--- config.mk ---
export PLATFORM = sky130hd
export DESIGN_NAME = uart_rx_lockout
export DESIGN_NICKNAME = d
export VERILOG_FILES = /design/src/rtl/urx_pkg.sv /design/src/rtl/urx_sync.sv /design/src/rtl/urx_frame.sv /design/src/rtl/urx_status.sv /design/src/rtl/uart_rx_lockout.sv
export SDC_FILE = /design/constraint.sdc
export NUM_CORES = 1
export LEC_CHECK = 0
export CAP_MARGIN = 5
export CELL_PAD_IN_SITES_DETAIL_PLACEMENT = 0
export CELL_PAD_IN_SITES_GLOBAL_PLACEMENT = 2
export CORE_AREA = 2 2 82 84
export DETAILED_ROUTE_END_ITERATION = 8
export DIE_AREA = 0 0 84 86
export PLACE_DENSITY = 0.76
export SLEW_MARGIN = 20
export SYNTH_ARGS = -nofsm -noshare
export SYNTH_HDL_FRONTEND = slang
export SYNTH_SLANG_ARGS = --single-unit
--- constraint.sdc ---
create_clock -name clk -period 1.8 [get_ports clk]
set_input_delay 0.27 -clock clk [delete_from_list [all_inputs] [get_ports clk]]
set_output_delay 0.27 -clock clk [all_outputs]
set_load 0.01 [all_outputs]
--- src/rtl/urx_pkg.sv ---
package urx_pkg;
    localparam int URX_DW = 8;

    typedef enum logic [2:0] {
        ST_IDLE,
        ST_START,
        ST_DATA,
        ST_PAR,
        ST_STOP,
        ST_STOP2
    } rx_state_e;

    typedef struct packed {
        logic              valid;
        logic [URX_DW-1:0] data;
        logic              frm_bad;
        logic              par_bad;
    } rx_frame_t;
endpackage

--- src/rtl/urx_sync.sv ---
module urx_sync #(
    parameter int STAGES = 2
) (
    input  logic clk,
    input  logic rst_n,
    input  logic din,
    output logic dout
);
    typedef struct packed {
        logic [STAGES-1:0] pipe;
    } sync_s;

    sync_s s_d, s_q;

    always_comb begin
        s_d = s_q;
        if (STAGES > 1) begin
            s_d.pipe = {s_q.pipe[STAGES-2:0], din};
        end else begin
            s_d.pipe[0] = din;
        end
    end

    always_ff @(posedge clk or negedge rst_n) begin
        if (!rst_n) s_q <= '{pipe: '1};
        else        s_q <= s_d;
    end

    assign dout = s_q.pipe[STAGES-1];
endmodule

--- src/rtl/urx_frame.sv ---
module urx_frame
    import urx_pkg::*;
#(
    parameter int OSR = 16,
    parameter int DW  = URX_DW
) (
    input  logic      clk,
    input  logic      rst_n,
    input  logic      tick,
    input  logic      line,
    input  logic      locked,
    input  logic      par_en,
    input  logic      par_odd,
    input  logic      len_short,
    input  logic      stop_two,
    output rx_frame_t frame
);
    localparam int CNT_W = $clog2(OSR);
    localparam int BIT_W = $clog2(DW);
    localparam logic [CNT_W-1:0] HALF_M1 = CNT_W'(OSR / 2 - 1);
    localparam logic [CNT_W-1:0] FULL_M1 = CNT_W'(OSR - 1);
    localparam logic [BIT_W-1:0] LAST_L  = BIT_W'(DW - 1);
    localparam logic [BIT_W-1:0] LAST_S  = BIT_W'(DW - 2);

    typedef struct packed {
        rx_state_e         st;
        logic [CNT_W-1:0]  cnt;
        logic [BIT_W-1:0]  bitn;
        logic [DW-1:0]     sr;
        logic              ones;
        logic              par_bad;
        logic              frm_bad;
        logic              done;
    } fr_s;

    fr_s f_d, f_q;
    logic [BIT_W-1:0] last_bit;
    logic             ones_all;

    assign last_bit = len_short ? LAST_S : LAST_L;
    assign ones_all = f_q.ones ^ line;

    always_comb begin
        f_d      = f_q;
        f_d.done = 1'b0;
        if (tick) begin
            unique case (f_q.st)
                ST_IDLE: begin
                    if (!locked && !line) begin
                        f_d.st  = ST_START;
                        f_d.cnt = '0;
                    end
                end
                ST_START: begin
                    if (f_q.cnt == HALF_M1) begin
                        f_d.cnt = '0;
                        if (!line) begin
                            f_d.st      = ST_DATA;
                            f_d.bitn    = '0;
                            f_d.sr      = '0;
                            f_d.ones    = 1'b0;
                            f_d.par_bad = 1'b0;
                            f_d.frm_bad = 1'b0;
                        end else begin
                            f_d.st = ST_IDLE;
                        end
                    end else begin
                        f_d.cnt = f_q.cnt + 1'b1;
                    end
                end
                ST_DATA: begin
                    if (f_q.cnt == FULL_M1) begin
                        f_d.cnt  = '0;
                        f_d.sr   = {line, f_q.sr[DW-1:1]};
                        f_d.ones = ones_all;
                        if (f_q.bitn == last_bit) begin
                            f_d.st = par_en ? ST_PAR : ST_STOP;
                        end else begin
                            f_d.bitn = f_q.bitn + 1'b1;
                        end
                    end else begin
                        f_d.cnt = f_q.cnt + 1'b1;
                    end
                end
                ST_PAR: begin
                    if (f_q.cnt == FULL_M1) begin
                        f_d.cnt     = '0;
                        f_d.par_bad = par_odd ? !ones_all : ones_all;
                        f_d.st      = ST_STOP;
                    end else begin
                        f_d.cnt = f_q.cnt + 1'b1;
                    end
                end
                ST_STOP: begin
                    if (f_q.cnt == FULL_M1) begin
                        f_d.cnt     = '0;
                        f_d.frm_bad = !line;
                        f_d.done    = 1'b1;
                        f_d.st      = stop_two ? ST_STOP2 : ST_IDLE;
                    end else begin
                        f_d.cnt = f_q.cnt + 1'b1;
                    end
                end
                ST_STOP2: begin
                    if (f_q.cnt == FULL_M1) begin
                        f_d.cnt = '0;
                        f_d.st  = ST_IDLE;
                    end else begin
                        f_d.cnt = f_q.cnt + 1'b1;
                    end
                end
                default: f_d.st = ST_IDLE;
            endcase
        end
    end

    always_ff @(posedge clk or negedge rst_n) begin
        if (!rst_n) begin
            f_q <= '{st: ST_IDLE, default: '0};
        end else begin
            f_q <= f_d;
        end
    end

    always_comb begin
        frame.valid   = f_q.done;
        frame.data    = len_short ? {1'b0, f_q.sr[DW-1:1]} : f_q.sr;
        frame.frm_bad = f_q.frm_bad;
        frame.par_bad = f_q.par_bad;
    end
endmodule

--- src/rtl/urx_status.sv ---
module urx_status
    import urx_pkg::*;
#(
    parameter int DW = URX_DW
) (
    input  logic          clk,
    input  logic          rst_n,
    input  rx_frame_t     frame,
    input  logic          rd_strobe,
    input  logic          clr_full,
    input  logic          clr_ovr,
    input  logic          clr_frm,
    input  logic          clr_par,
    input  logic          irq_en,
    output logic [DW-1:0] data,
    output logic          full,
    output logic          ovr,
    output logic          frm,
    output logic          par,
    output logic          irq_full,
    output logic          irq_err,
    output logic          locked
);
    typedef struct packed {
        logic [DW-1:0] data;
        logic          full;
        logic          ovr;
        logic          frm;
        logic          par;
    } stat_s;

    stat_s s_d, s_q;

    always_comb begin
        s_d = s_q;
        if (rd_strobe || clr_full) s_d.full = 1'b0;
        if (clr_ovr)               s_d.ovr  = 1'b0;
        if (clr_frm)               s_d.frm  = 1'b0;
        if (clr_par)               s_d.par  = 1'b0;
        if (frame.valid) begin
            if (s_q.full) begin
                s_d.ovr = 1'b1;
            end else begin
                s_d.data = frame.data;
                if (frame.frm_bad || frame.par_bad) begin
                    if (frame.frm_bad) s_d.frm = 1'b1;
                    if (frame.par_bad) s_d.par = 1'b1;
                end else begin
                    s_d.full = 1'b1;
                end
            end
        end
    end

    always_ff @(posedge clk or negedge rst_n) begin
        if (!rst_n) s_q <= '0;
        else        s_q <= s_d;
    end

    assign data     = s_q.data;
    assign full     = s_q.full;
    assign ovr      = s_q.ovr;
    assign frm      = s_q.frm;
    assign par      = s_q.par;
    assign locked   = s_q.ovr | s_q.frm | s_q.par;
    assign irq_full = s_q.full & irq_en;
    assign irq_err  = locked & irq_en;
endmodule

--- src/rtl/uart_rx_lockout.sv ---
module uart_rx_lockout
    import urx_pkg::*;
#(
    parameter int OSR       = 16,
    parameter int DW        = URX_DW,
    parameter int SYNC_STGS = 2
) (
    input  logic          clk,
    input  logic          rst_n,
    input  logic          baud_tick,
    input  logic          rx_in,
    input  logic          par_en,
    input  logic          par_odd,
    input  logic          len_short,
    input  logic          stop_two,
    input  logic          irq_en,
    input  logic          rd_strobe,
    input  logic          clr_full,
    input  logic          clr_ovr,
    input  logic          clr_frm,
    input  logic          clr_par,
    output logic [DW-1:0] rx_data,
    output logic          full_flag,
    output logic          ovr_flag,
    output logic          frm_flag,
    output logic          par_flag,
    output logic          irq_full,
    output logic          irq_err
);
    logic      line_s;
    logic      locked;
    rx_frame_t frame;

    urx_sync #(.STAGES(SYNC_STGS)) u_sync (
        .clk  (clk),
        .rst_n(rst_n),
        .din  (rx_in),
        .dout (line_s)
    );

    urx_frame #(.OSR(OSR), .DW(DW)) u_frame (
        .clk      (clk),
        .rst_n    (rst_n),
        .tick     (baud_tick),
        .line     (line_s),
        .locked   (locked),
        .par_en   (par_en),
        .par_odd  (par_odd),
        .len_short(len_short),
        .stop_two (stop_two),
        .frame    (frame)
    );

    urx_status #(.DW(DW)) u_status (
        .clk      (clk),
        .rst_n    (rst_n),
        .frame    (frame),
        .rd_strobe(rd_strobe),
        .clr_full (clr_full),
        .clr_ovr  (clr_ovr),
        .clr_frm  (clr_frm),
        .clr_par  (clr_par),
        .irq_en   (irq_en),
        .data     (rx_data),
        .full     (full_flag),
        .ovr      (ovr_flag),
        .frm      (frm_flag),
        .par      (par_flag),
        .irq_full (irq_full),
        .irq_err  (irq_err),
        .locked   (locked)
    );
endmodule

==> qor.tcl, run 1 <==
set qor(period_share) 0.970
set qor(multiInputGateArea_um2) 873
set qor(yosysMostFrequentCell) {sky130_fd_sc_hd__nand2_1}
set qor(grt_remaining_overflow) 0
set qor(route.detailed.vias_per_inst) 4.64
set qor(detail_route.drc_violations) 0
set qor(yosys.cell_types.count) 46
set qor(post_synthesis_adder_cell_area_fraction) 0.0134
set qor(criticalPathCategory) {reg -> out}
set qor(max-vdd-ir-drop_uv) 577
set qor(dieArea_um2) 7220
set qor(worst_slew_margin_rel) 0.602
set qor(worst-path-max-fanout) 4
set qor(synth_simple_gate_area_share) 0.190
set qor(critPathCaptureType) {primary output}
set qor(cp_launch_point) {u_status.ovr$_DFF_PN0_}
set qor(die_width_um) 84
set qor(tritoncts_clock_tree) {built}
set qor(critical_path.reg2reg.startpoint) {u_frame.f_q[16]$_DFFE_PN0P_}
set qor(post_synth_edffs) 0
set qor(firstDrtPassIters) 4
set qor(drt-total-wl_um) 3870
set qor(post-dp-hpwl_um) 2800
set qor(muxShareOfSynthArea) 0.0558
set qor(reg2regPathDepth) 6
set qor(ff2ff_setup_slack_ps) 70
set qor(status) {finished clean}
set qor(rr_endpoint) {u_frame.f_q[20]$_DFFE_PN0P_}
set qor(routedWlPerCell_um) 12.1
set qor(synth_cells) 198
set qor(grt_antenna_before_repair) 0
set qor(timing.critical_path.required_ps) 1530
set qor(die_y_um) 86
set qor(final_critical_path_setup_slack_ps) 54.4
set qor(synth_async_sr_flop_share) 1.00
set qor(placement.io_buffers) 27
set qor(synth_area_in_compound_gates) 0.180
set qor(first_iter_violations) 67
set qor(cts.reportedPaths.clkPinSlew_ps) 80
set qor(cts.root.buffer_cell) {sky130_fd_sc_hd__clkbuf_8}
set qor(grt_util_all_layers) 0.115
set qor(critPathMaxStageDelay_ps) 470
set qor(netlist_top_cells_count) {sky130_fd_sc_hd__nand2_1 (40), sky130_fd_sc_hd__dfrtp_1 (34), sky130_fd_sc_hd__o21ai_0 (23), sky130_fd_sc_hd__nor2_1 (10), sky130_fd_sc_hd__inv_1 (9)}
set qor(htree_num_levels) 2
set qor(ys.flop_type) {sky130_fd_sc_hd__dfrtp_1}
set qor(post_route_cells_drive_above_1_share) 0.207
set qor(floorplan.core_area_um2) 6280
set qor(fmax_ghz) 0.573
set qor(synth.ff_latch_count) 36
set qor(post_route_minimum_period_ps) 1750
set qor(crit_cells) 2
set qor(number_of_global_route_vias_before_repair) 1486
set qor(fin_nets) 257
set qor(n_fill_cell) 647
set qor(clock_insertion_delay_worst_skew_ps) 280
set qor(drv.max_cap_violation_count) 0
set qor(worst_hold_path_type) {in -> async}
set qor(areaGrowthSynthToFinish_pct) 30.6
set qor(antenna-diode-count) 0
set qor(std_cell_rows) 29
set qor(xor_xnor_portion_of_the_synthesized_cell_area) 0.0141
set qor(timing_worst_slew_pin_value_ps) 596
set qor(cts_buffers) 5
set qor(cts_num_sinks) 36
set qor(synth_warnings) 0
set qor(skew_ps) 4.47
set qor(cellPowerDensity_nw_per_um2) 951
set qor(biggest_area_contributors_in_the_synthesized_netlist) {sky130_fd_sc_hd__dfrtp_1 (46%), sky130_fd_sc_hd__nand2_1 (8.1%), sky130_fd_sc_hd__o21ai_0 (6.2%), sky130_fd_sc_hd__mux2i_1 (3.8%), sky130_fd_sc_hd__dfstp_2 (2.8%)}
set qor(syn-mean-instance-area_um2) 9.40
set qor(netlist.top_cell.by_area) {sky130_fd_sc_hd__dfrtp_1}
set qor(slew_viol_final) 0
set qor(combinational_family_with_the_most_area_after_synthesis) {simple AND/OR/NAND/NOR gates}
set qor(floorplan.initialDensity) 0.297
set qor(grt_start_max_net_pins) 37
set qor(critPathLaunchType) {flip-flop}
set qor(critical-path-slowest-cell) {sky130_fd_sc_hd__clkdlybuf4s50_1}
set qor(hold_violations) 0
set qor(via_count) 1479
set qor(design.portCount) 28
set qor(ctsLongestPathBuffers) 2
set qor(mappedNetlistNets) 214
set qor(ant_nets) 0
set qor(worst_setup_path_endpoint) {irq_err}
set qor(crit_path_cell_trace) {o31a_1 -> clkdlybuf4s50_1}
set qor(worst_path_dominant_cell_family) {buffers and inverters}
set qor(synth.cell_area_um2) 1860
set qor(worst-path-buf-inv) 1
set qor(finalWeightedCongestion) 0.721
set qor(leakage_nw) 1.04
set qor(yosysSeqAreaShare) 0.485
set qor(dp_worst_setup_slack_ps) -185
set qor(holdWs_ps) 21.4
set qor(timing.critical_path.arrival_ps) 1480
set qor(seqCellArea_um2) 906
set qor(first_pass_grt_wire_length_um) 6830
set qor(synth_top_area_frac) 0.457
set qor(report.final.setup_viol) 0
-- timing repair --
action | CTS | global route
resized for setup | 0 | 7
setup buffers | 0 | 2
endpoints found under the setup margin | 0 | 10
endpoints found under the hold margin | 0 | 0
hold buffers | 0 | 0
-- cell type report --
class                   count  share of cell area
inverters                  10              0.0154
clock buffers               6              0.0340
repair buffers             48               0.174
multi-input cells         140               0.359
clock inverters             2             0.00566
flip-flops and latches     36               0.372
well taps                  77              0.0396
-- sequential cells by signal, indices dropped and copies added (netlist names) --
signal,flops
u_frame.f_q,19
u_frame.frame,3
u_status.data,8
u_status.frm,1
u_status.full,1
u_status.ovr,1
u_status.par,1
u_sync.s_q,2
-- metrics by stage --
stage / utilization / power, mW / area, um^2 / cells / TNS (ps)
3_5_place_dp: 0.365 / 1.66 / 2290 / 309 / -1340
2_1_floorplan: - / 1.44 / 1860 / 198 / 0
5_1_grt: 0.387 / 2.49 / 2430 / 319 / -176
4_1_cts: 0.380 / 2.29 / 2390 / 317 / 0
3_3_place_gp: 0.365 / 1.66 / 2290 / 309 / -713
6_report: 0.387 / 2.31 / 2430 / 319 / 0
-- routing by layer --
layer	track usage	wire length (um)	share of wire
met3	0.0298	96	0.025
met5	0	0	0
met1	0.147	1900	0.49
met4	0.0308	23	0.0059
met2	0.196	1850	0.48
-- power breakdown --
part           switching [mW]  internal [mW]  leakage, nW  total, mW
logic                   0.331          0.346        0.548      0.677
registers               0.133          0.884        0.443       1.02
clock network           0.306          0.313       0.0516      0.619
total                   0.770           1.54         1.04       2.31
-- how the worst min path moves through the flow --
| stage | startpoint | end | slack, ps | cells past startpoint |
|---|---|---|---|---|
| final | rst_n | u_status.data[3]$_DFFE_PN0P_ | 20 | 2 |
| after global routing | rst_n | u_status.data[4]$_DFFE_PN0P_ | 50 | 2 |
| after CTS | rst_n | u_frame.f_q[11]$_DFFE_PN0P_ | 30 | 2 |
| after detailed placement | rst_n | u_status.par$_DFF_PN0_ | 340 | 2 |
| after global placement | rst_n | u_status.par$_DFF_PN0_ | 340 | 2 |
| after floorplan | rst_n | u_frame.f_q[10]$_DFFE_PN0P_ | -30 | 0 |
-- layout by cell type, fill, tap and decap left out, drive strengths merged, types with 3 or more instances in the layout --
master / Yosys / routed
o21ai: 29 / 29
nor2: 10 / 10
nand3: 5 / 5
clkdlybuf4s50: 0 / 26
mux2i: 7 / 7
inv: 9 / 10
nor4: 3 / 3
nor2b: 3 / 3
o31ai: 4 / 4
dfrtp: 34 / 34
a21oi: 6 / 6
nand2: 40 / 40
and2: 3 / 3
buf: 8 / 22
mux2: 3 / 3
clkbuf: 4 / 6
-- logic make-up (layout without fill, tap and decap cells) --
kind of cell	Yosys count	after routing
simple gates	73	73
compound gates	52	52
flops	36	36
buf+inv	22	66
mux	10	10
xor+xnor	3	3
fa+ha+maj	2	2
(Power assumes the default switching activity.)
==> inputs of run 2 (changes only) <==
--- a/config.mk
+++ b/config.mk
@@ -8,10 +8,10 @@
 export CAP_MARGIN = 5
 export CELL_PAD_IN_SITES_DETAIL_PLACEMENT = 0
 export CELL_PAD_IN_SITES_GLOBAL_PLACEMENT = 2
-export CORE_AREA = 2 2 82 84
+export CORE_AREA = 2 2 76 78
 export DETAILED_ROUTE_END_ITERATION = 8
-export DIE_AREA = 0 0 84 86
-export PLACE_DENSITY = 0.76
+export DIE_AREA = 0 0 78 80
+export PLACE_DENSITY = 0.83
 export SLEW_MARGIN = 20
 export SYNTH_ARGS = -nofsm -noshare
 export SYNTH_HDL_FRONTEND = slang
==> constraint.sdc (replaced) <==
create_clock -name clk -period 2.2 [get_ports clk]
set_input_delay 0.33 -clock clk [delete_from_list [all_inputs] [get_ports clk]]
set_output_delay 0.33 -clock clk [all_outputs]
set_load 0.01 [all_outputs]
==> qor.tcl, run 2 (synthesized netlist as in run 1, its figures left out) <==
set qor(std_cell_rows) 27
set qor(timing.critical_path.arrival_ps) 2010
set qor(placement.io_buffers) 27
set qor(most_used_cells_in_the_layout_excluding_fill_and_tap_cells) {sky130_fd_sc_hd__nand2_1 (40), sky130_fd_sc_hd__dfrtp_1 (34), sky130_fd_sc_hd__clkdlybuf4s50_1 (27)}
set qor(dieArea_um2) 6240
set qor(totalNegativeSetupSlack_ps) 0
set qor(floorplan.initialDensity) 0.344
set qor(cts_buffers) 5
set qor(grt_antenna_before_repair) 0
set qor(hold_path_end) {u_sync.s_q[1]$_DFF_PN1_}
set qor(status) {finished clean}
set qor(largest_register) {u_frame.f_q}
set qor(route.detailed.vias_per_inst) 4.77
set qor(critPathCaptureType) {flip-flop}
set qor(grt_util_all_layers) 0.134
set qor(drv.max_cap_violation_count) 0
set qor(routedWlPerCell_um) 11.9
set qor(leakage_nw) 0.979
set qor(drt-total-wl_um) 3600
set qor(cts_num_sinks) 36
set qor(grt_remaining_overflow) 0
set qor(via_count) 1436
set qor(number_of_flip_flops_under_the_largest_register_name) 19
set qor(cts_resized) 0
set qor(rr_endpoint) {u_frame.f_q[14]$_DFFE_PN0P_}
set qor(post_route_cells_drive_above_1_share) 0.131
set qor(detail_route.drc_violations) 0
set qor(placement.cell_area_um2) 2210
set qor(cts.repair_timing.setup_buffer_count) 0
set qor(finalWeightedCongestion) 0.719
set qor(critPathLaunchType) {flip-flop}
set qor(mostFrequentLayoutCell) {sky130_fd_sc_hd__nand2_1}
set qor(cellPowerDensity_nw_per_um2) 767
set qor(hold_startpoint) {u_sync.s_q[0]$_DFF_PN1_}
set qor(worst-path-max-fanout) 21
set qor(report.final.setup_viol) 0
set qor(htree_num_levels) 2
set qor(worst_hold_path_type) {reg -> reg}
set qor(rsz_0062_raised_after_global_routing) {false}
set qor(cts.root.buffer_cell) {sky130_fd_sc_hd__clkbuf_8}
set qor(final_std_cell_area_no_fill_um2) 2300
set qor(grt_start_max_net_pins) 37
set qor(die_y_um) 80
set qor(critical_path.reg2reg.startpoint) {u_frame.f_q[19]$_DFFE_PN0P_}
set qor(n_fill_cell) 544
set qor(multiInputGateArea_um2) 845
set qor(ff2ff_setup_slack_ps) 360
set qor(post-dp-hpwl_um) 2630
set qor(seqCellArea_um2) 903
set qor(tritoncts_clock_tree) {built}
set qor(clock_insertion_delay_worst_skew_ps) 280
set qor(skew_ps) 7.26
set qor(first_pass_grt_wire_length_um) 6610
set qor(cts.reportedPaths.clkPinSlew_ps) 70
set qor(holdBufCountCts) 0
set qor(holdWs_ps) 356
set qor(fin_nets) 244
set qor(reg2regPathDepth) 5
set qor(total_power_mw) 1.76
set qor(period_share) 0.838
set qor(max-vdd-ir-drop_uv) 416
set qor(first_iter_violations) 69
set qor(design.portCount) 28
set qor(hold_violations) 0
set qor(post_route_minimum_period_ps) 1840
set qor(worst_slew_margin_rel) 0.614
set qor(firstDrtPassIters) 4
set qor(number_of_global_route_vias_before_repair) 1451
set qor(die_width_um) 78
set qor(ctsLongestPathBuffers) 2
set qor(timing_worst_slew_pin_value_ps) 580
set qor(timing.critical_path.required_ps) 2370
set qor(floorplan.core_area_um2) 5410
set qor(antenna-diode-count) 0
set qor(slew_viol_final) 0
set qor(criticalPathCategory) {reg -> reg}
set qor(fmax_ghz) 0.542
set qor(areaGrowthSynthToFinish_pct) 23.5
set qor(hold-path-cell-count) 0
set qor(ant_nets) 0
run 2: changes by cell type in the layout (fill, tap and decap cells not counted), sizes merged:
cell | before | now
clkdlybuf4s50 | 26 | 27
buf | 22 | 8
inv | 10 | 9
clkinv | 2 | 3
run 2: area by class of cell:
| class | count | share of cell area |
|---|---|---|
| inverter | 10 | 0.0163 |
| timing repair buffer | 35 | 0.144 |
| multi-input combinational | 140 | 0.367 |
| sequential | 36 | 0.393 |
| clock inverter | 2 | 0.00435 |
| clock buffer | 6 | 0.0359 |
| tap | 72 | 0.0392 |
run 2: per-layer routing:
| metal | vias up | wire [um] | track usage |
|---|---|---|---|
| li1 | 740 | - | - |
| met1 | 664 | 1740 | 0.169 |
| met2 | 26 | 1650 | 0.222 |
| met3 | 6 | 151 | 0.0373 |
| met4 | 0 | 56 | 0.0474 |
| met5 | - | 0 | 0 |
run 2: worst max-delay path by stage:
stage / start / endpoint / cells past startpoint
2_1_floorplan: u_frame.f_q[15]$_DFFE_PN0P_ / u_frame.f_q[19]$_DFFE_PN0P_ / 6
3_3_place_gp: baud_tick / u_frame.f_q[21]$_DFFE_PN0P_ / 6
3_5_place_dp: baud_tick / u_frame.f_q[21]$_DFFE_PN0P_ / 6
4_1_cts: u_frame.f_q[15]$_DFFE_PN0P_ / u_frame.f_q[21]$_DFFE_PN0P_ / 6
5_1_grt: u_frame.f_q[19]$_DFFE_PN0P_ / u_frame.f_q[14]$_DFFE_PN0P_ / 5
6_report: u_frame.f_q[19]$_DFFE_PN0P_ / u_frame.f_q[14]$_DFFE_PN0P_ / 5
run 2: critical path: stages, from the launching register on:
cell	delay, ps
sky130_fd_sc_hd__dfrtp_1	630
sky130_fd_sc_hd__nor4b_2	280
sky130_fd_sc_hd__a21oi_1	60
sky130_fd_sc_hd__or3_4	490
sky130_fd_sc_hd__o21ai_0	170
sky130_fd_sc_hd__o21ai_0	100
run 2: report_power, final:
part	total, mW	internal, mW	switching (mW)
sequential	0.841	0.720	0.121
combinational	0.443	0.223	0.220
clock	0.479	0.250	0.229
total	1.76	1.19	0.570
run 2: metrics by stage:
step	utilization	std cells	worst slack, ps
6_report	0.425	301	356
5_1_grt	0.425	301	162
3_3_place_gp	0.408	293	165
2_1_floorplan	-	198	490
4_1_cts	0.425	301	334
3_5_place_dp	0.408	293	125
